===== src/rtl/banked_regfile.sv =====
module banked_regfile #(
  parameter int XLEN = 32,
  parameter int PCW  = 24
) (
  input  logic            clk,
  input  logic            rst_n,
  input  logic [1:0]      mode_i,
  input  logic [3:0]      rd_a_addr,
  output logic [XLEN-1:0] rd_a_data,
  input  logic [3:0]      rd_b_addr,
  output logic [XLEN-1:0] rd_b_data,
  input  logic            wr_en,
  input  logic [3:0]      wr_addr,
  input  logic [XLEN-1:0] wr_data,
  input  logic            pc_we,
  input  logic [PCW-1:0]  pc_next,
  input  logic            flags_we,
  input  logic [3:0]      flags_next,
  input  logic            link_we,
  input  logic [1:0]      link_mode,
  output logic [PCW+1:0]  fetch_addr
);
  localparam int NUSR  = 15;
  localparam int NFIQ  = 7;
  localparam int NPRIV = 2;
  localparam int NPHYS = NUSR + NFIQ + 2 * NPRIV;
  localparam int IW    = $clog2(NPHYS);
  localparam int FIQ_BASE = NUSR;
  localparam int SVC_BASE = FIQ_BASE + NFIQ;
  localparam int IRQ_BASE = SVC_BASE + NPRIV;
  localparam logic [1:0] M_USR = 2'b00, M_FIQ = 2'b01, M_IRQ = 2'b10, M_SVC = 2'b11;

  logic [XLEN-1:0] phys [NPHYS];
  logic [PCW-1:0]  pc_q;
  logic [3:0]      flg_q;
  logic            irqd_q, fiqd_q;
  logic [XLEN-1:0] r15_word;

  function automatic logic [IW-1:0] map_reg(input logic [1:0] m, input logic [3:0] a);
    logic [IW-1:0] ai;
    ai = IW'(a);
    if (m == M_FIQ && a >= 4'd8 && a <= 4'd14)
      return ai - IW'(8) + IW'(FIQ_BASE);
    if (m == M_SVC && a >= 4'd13 && a <= 4'd14)
      return ai - IW'(13) + IW'(SVC_BASE);
    if (m == M_IRQ && a >= 4'd13 && a <= 4'd14)
      return ai - IW'(13) + IW'(IRQ_BASE);
    return ai;
  endfunction

  assign r15_word   = {flg_q, irqd_q, fiqd_q, pc_q, mode_i};
  assign fetch_addr = {pc_q, 2'b00};
  assign rd_a_data  = (rd_a_addr == 4'd15) ? r15_word : phys[map_reg(mode_i, rd_a_addr)];
  assign rd_b_data  = (rd_b_addr == 4'd15) ? r15_word : phys[map_reg(mode_i, rd_b_addr)];

  logic          wr_gp, wr_pc15, priv;
  logic [IW-1:0] wr_idx, link_idx;
  assign wr_gp    = wr_en && (wr_addr != 4'd15);
  assign wr_pc15  = wr_en && (wr_addr == 4'd15);
  assign priv     = (mode_i != M_USR);
  assign wr_idx   = map_reg(mode_i, wr_addr);
  assign link_idx = map_reg(link_mode, 4'd14);

  always_ff @(posedge clk) begin
    if (!rst_n) begin
      for (int i = 0; i < NPHYS; i++) phys[i] <= '0;
    end else begin
      if (wr_gp)   phys[wr_idx]   <= wr_data;
      if (link_we) phys[link_idx] <= r15_word;
    end
  end

  always_ff @(posedge clk) begin
    if (!rst_n) begin
      pc_q   <= '0;
      flg_q  <= '0;
      irqd_q <= 1'b1;
      fiqd_q <= 1'b1;
    end else begin
      if (pc_we)        pc_q <= pc_next;
      else if (wr_pc15) pc_q <= wr_data[PCW+1:2];
      if (flags_we)     flg_q <= flags_next;
      else if (wr_pc15) flg_q <= wr_data[XLEN-1:XLEN-4];
      if (wr_pc15 && priv) begin
        irqd_q <= wr_data[27];
        fiqd_q <= wr_data[26];
      end
    end
  end
endmodule



===== config.mk =====
export PLATFORM = sky130hd
export DESIGN_NAME = banked_regfile
export DESIGN_NICKNAME = d
export VERILOG_FILES = /design/src/rtl/banked_regfile.sv
export SDC_FILE = /design/constraint.sdc
export NUM_CORES = 2
export LEC_CHECK = 0
export BUFFER_PORTS_ARGS = -buffer_cell sky130_fd_sc_hd__buf_4
export CAP_MARGIN = 20
export CORE_UTILIZATION = 35
export CTS_CLUSTER_SIZE = 28
export DETAILED_ROUTE_END_ITERATION = 10
export PLACE_DENSITY_LB_ADDON = 0.3
export SLEW_MARGIN = 20
export SYNTH_ARGS = -nofsm -noshare
export SYNTH_HDL_FRONTEND = slang
export SYNTH_SLANG_ARGS = --single-unit

===== constraint.sdc =====
create_clock -name clk -period 5.2 [get_ports clk]
set_clock_uncertainty 0.15 [all_clocks]
set_input_delay 0.52 -clock clk [delete_from_list [all_inputs] [get_ports clk]]
set_output_delay 0.52 -clock clk [all_outputs]
set_load 0.05 [all_outputs]

==> run_results.csv <==
group,metric,value,unit
yosys,synth_area,0.06322,mm²
timing,maxSlewHeadroom,0.2602,
routing,dr.pass1.iters,9,
routing,wirelength,284900,µm
routing,first_iter_violations,9228,
yosys,synth_seq_cells,1054,
timing,period_minus_slack,5.152,ns
worst_setup_path,cp_data_arrival_time,4.48,ns
timing,fmaxAchievable,0.1941,GHz
worst_setup_path,cp.required,4.53,ns
worst_setup_path,crit_path_end_kind,"primary output",
power,ir_drop,0.3040,mV
flow_run,drv_cap,0,
timing,worst_slew_pin_slew,1.109,ns
global_routing,grt_pass1_wl,391500,µm
routing,ant_nets,0,
yosys,synth_edf_count,1024,
global_routing,overflow,0,
layout,final_cell_mix,"edfxtp_1 (1024), a22o_1 (849), nand2_1 (829), buf_4 (470), mux4_2 (290)",
routing,wire_per_inst,36.42,µm
timing,drv_slew,0,
placed_design,gp_congestion,1.012,
worst_hold_path,worstHoldPathType,"in -> reg",
global_routing,first_global_vias,50600,
timing,hold_violations,0,
status,status,"finished clean",
worst_setup_path,crit_fanout,28,
layout,final_cell_area,0.07263,mm²
global_routing,grt_antenna_before_repair,12,
clocking,ctsHtreeMaxLevel,3,
floorplan,die_area,0.1823,mm²
routing,drt_drc_violations_left,0,
yosys,syn_area_per_cell,11.75,µm²
floorplan,start_util,0.3532,
floorplan,die_w,427.0,µm
floorplan,num_rows,155,
clocking,worstSkewPairLatency,0.78,ns
power,p_leak,26.19,nW
yosys,async_flop_share,0,
yosys,synth_cell_types,86,
timing,fin_crit_sh,0.9907,
placed_design,place_area,0.06870,mm²
placed_design,post-place-ws,-0.08092,ns
global_routing,grt_usage,0.3028,
layout,final_nets,5467,
yosys,syn_inst,5380,
worst_setup_path,worstSetupPathType,"in -> out",
clocking,cts_tree,"done",
yosys,yosysWarnings,0,
layout,finalNonFillerCells,7822,
clocking,cts_root_buf,"clkbuf_16",
yosys,synth_seq_area_share,0.4959,
timing,setup_violations,0,
layout,mostFrequentLayoutCell,"edfxtp_1",
worst_setup_path,critical_path.startpoint_type,"input pin",
layout,drive_gt1_frac,0.2456,
placed_design,dp.cells,7572,
floorplan,core_area,0.1790,mm²
routing,vias_per_cell,6.851,
timing,rsz0062_at_grt,"false",
clocking,clkTransAtPathRegs,0.06,ns
placed_design,dpl.hpwl,177700,µm
clocking,clock-sinks,1054,
layout,syn2layout_area_growth,14.88,%
floorplan,die_y,427.0,µm
placed_design,place.port_buffers,169,
yosys,ys.flop_type,"edfxtp_1",
floorplan,io_pins,172,
global_routing,grt_start_max_net_pins,93,
routing,via_count,53590,
power,power_density,316.5,mW/mm²
clocking,numCtsBuffers,111,
timing,fin_ws,0.04847,ns
clocking,cts.path.max_buffers,3,
final timing paths:
path	endpoint	from	cells after the start	slack [ns]
max	rd_a_data[11]	mode_i[0]	16	0.05
min	pc_q[23]$_SDFFE_PN0P_	pc_next[23]	4	0.04
max reg2reg	pc_q[4]$_SDFFE_PN0P_	pc_q[4]$_SDFFE_PN0P_	3	3.03
min reg2reg	phys[27][16]$_DFFE_PP_	pc_q[14]$_SDFFE_PN0P_	1	0.50
worst max-delay path, cell delays in order:
cell and delay (ns):
buf_4 0.26, buf_4 0.40, and3b_1 0.28, nand2_1 0.09, o21ai_1 0.21, and2_4 0.49
buf_12 0.23, buf_12 0.21, buf_12 0.21, and3_1 0.17, a31oi_1 0.04, o211ai_1 0.12
a31oi_1 0.24, nor3_2 0.56, buf_4 0.20, buf_4 0.18
layer usage:
layer  share of wire  GRT usage  vias to the layer above
li1                -          -                    21080
met1            0.35     0.3735                    26840
met2            0.45     0.4675                     4617
met3            0.13    0.08077                     1051
met4           0.073     0.1967                        6
met5         0.00015          0                        -
kinds of logic after synthesis:
family          Yosys count  share of synthesized area
other cells               1                 0.00005931
flops                  1054                     0.4959
compound gates         1382                     0.1766
buf+inv                 737                    0.05333
fa+ha+maj                19                   0.003760
mux                     597                     0.1557
simple gates           1582                     0.1136
xor+xnor                  8                   0.001108
power by group:
| group | switching [W] | internal [W] | total, W |
|---|---|---|---|
| sequential | 0.000231 | 0.00966 | 0.00989 |
| clock | 0.00363 | 0.00443 | 0.00806 |
| combinational | 0.00334 | 0.00170 | 0.00504 |
| total | 0.00720 | 0.0158 | 0.0230 |
state kept, by name, indices dropped and copies added (netlist names):
register,cells
flg_q,4
phys,1024
pc_q,24
irqd_q,1
fiqd_q,1
cells in the mapped netlist, drive strengths merged, types with 7 or more instances:
library cell  number  area [µm²]
a2111oi            8       70.07
a211oi            17       137.6
a21oi            119       606.8
a221oi            50       467.9
a22o             849        7436
a22oi             19       142.6
a311oi            46       402.9
a31oi             15       93.84
a32oi             24       210.2
and2              34       212.7
and3             169        1067
buf              271        1618
clkbuf           451        1698
dfxtp             30       600.6
edfxtp          1024       30750
ha                19       237.7
inv               15       56.30
mux2             190        2140
mux2i            117        1171
mux4             290        6531
nand2            837        3144
nand3            232        1171
nand3b            19       142.6
nor2             161       671.9
nor3              79       405.4
o211ai            30       230.2
o21a               7       52.55
o21ai            119       603.1
o22ai              9       56.30
o32ai             24       210.2
or3               24       155.1
repair_timing:
action | in CTS | in global routing
endpoints found under the setup margin | 3 | 5
cloned | 0 | 0
pin swaps | 0 | 1
hold buffers | 33 | 0
buffers inserted | 0 | 3
resized for setup | 3 | 3
hold endpoints to repair | 25 | 0
per-stage QoR:
| stage | power (W) | utilization | TNS, ns | hold slack (ns) |
|---|---|---|---|---|
| 5_1_grt | 0.02338 | 0.4057 | 0 | 0.09002 |
| 6_report | 0.02299 | 0.4058 | 0 | 0.04306 |
| 3_5_place_dp | 0.01490 | 0.3838 | -0.1210 | 0.4610 |
| 2_1_floorplan | 0.01277 | - | 0 | 0.4537 |
| 4_1_cts | 0.02279 | 0.4055 | 0 | 0.02582 |
| 3_3_place_gp | 0.01486 | 0.3837 | -0.5369 | 0.4701 |
final cells by class:
| cell class | count | area, µm² |
|---|---|---|
| multi-input cells | 3590 | 29060 |
| fillers | 16570 | 106400 |
| inverters | 15 | 56.30 |
| diodes | 7 | 17.52 |
| clock buffers | 150 | 3035 |
| repair buffers | 594 | 5680 |
| flip-flops and latches | 1054 | 31350 |
| well taps | 2355 | 2947 |
| clock inverters | 57 | 490.5 |
Power figures use the tool's default switching activity.
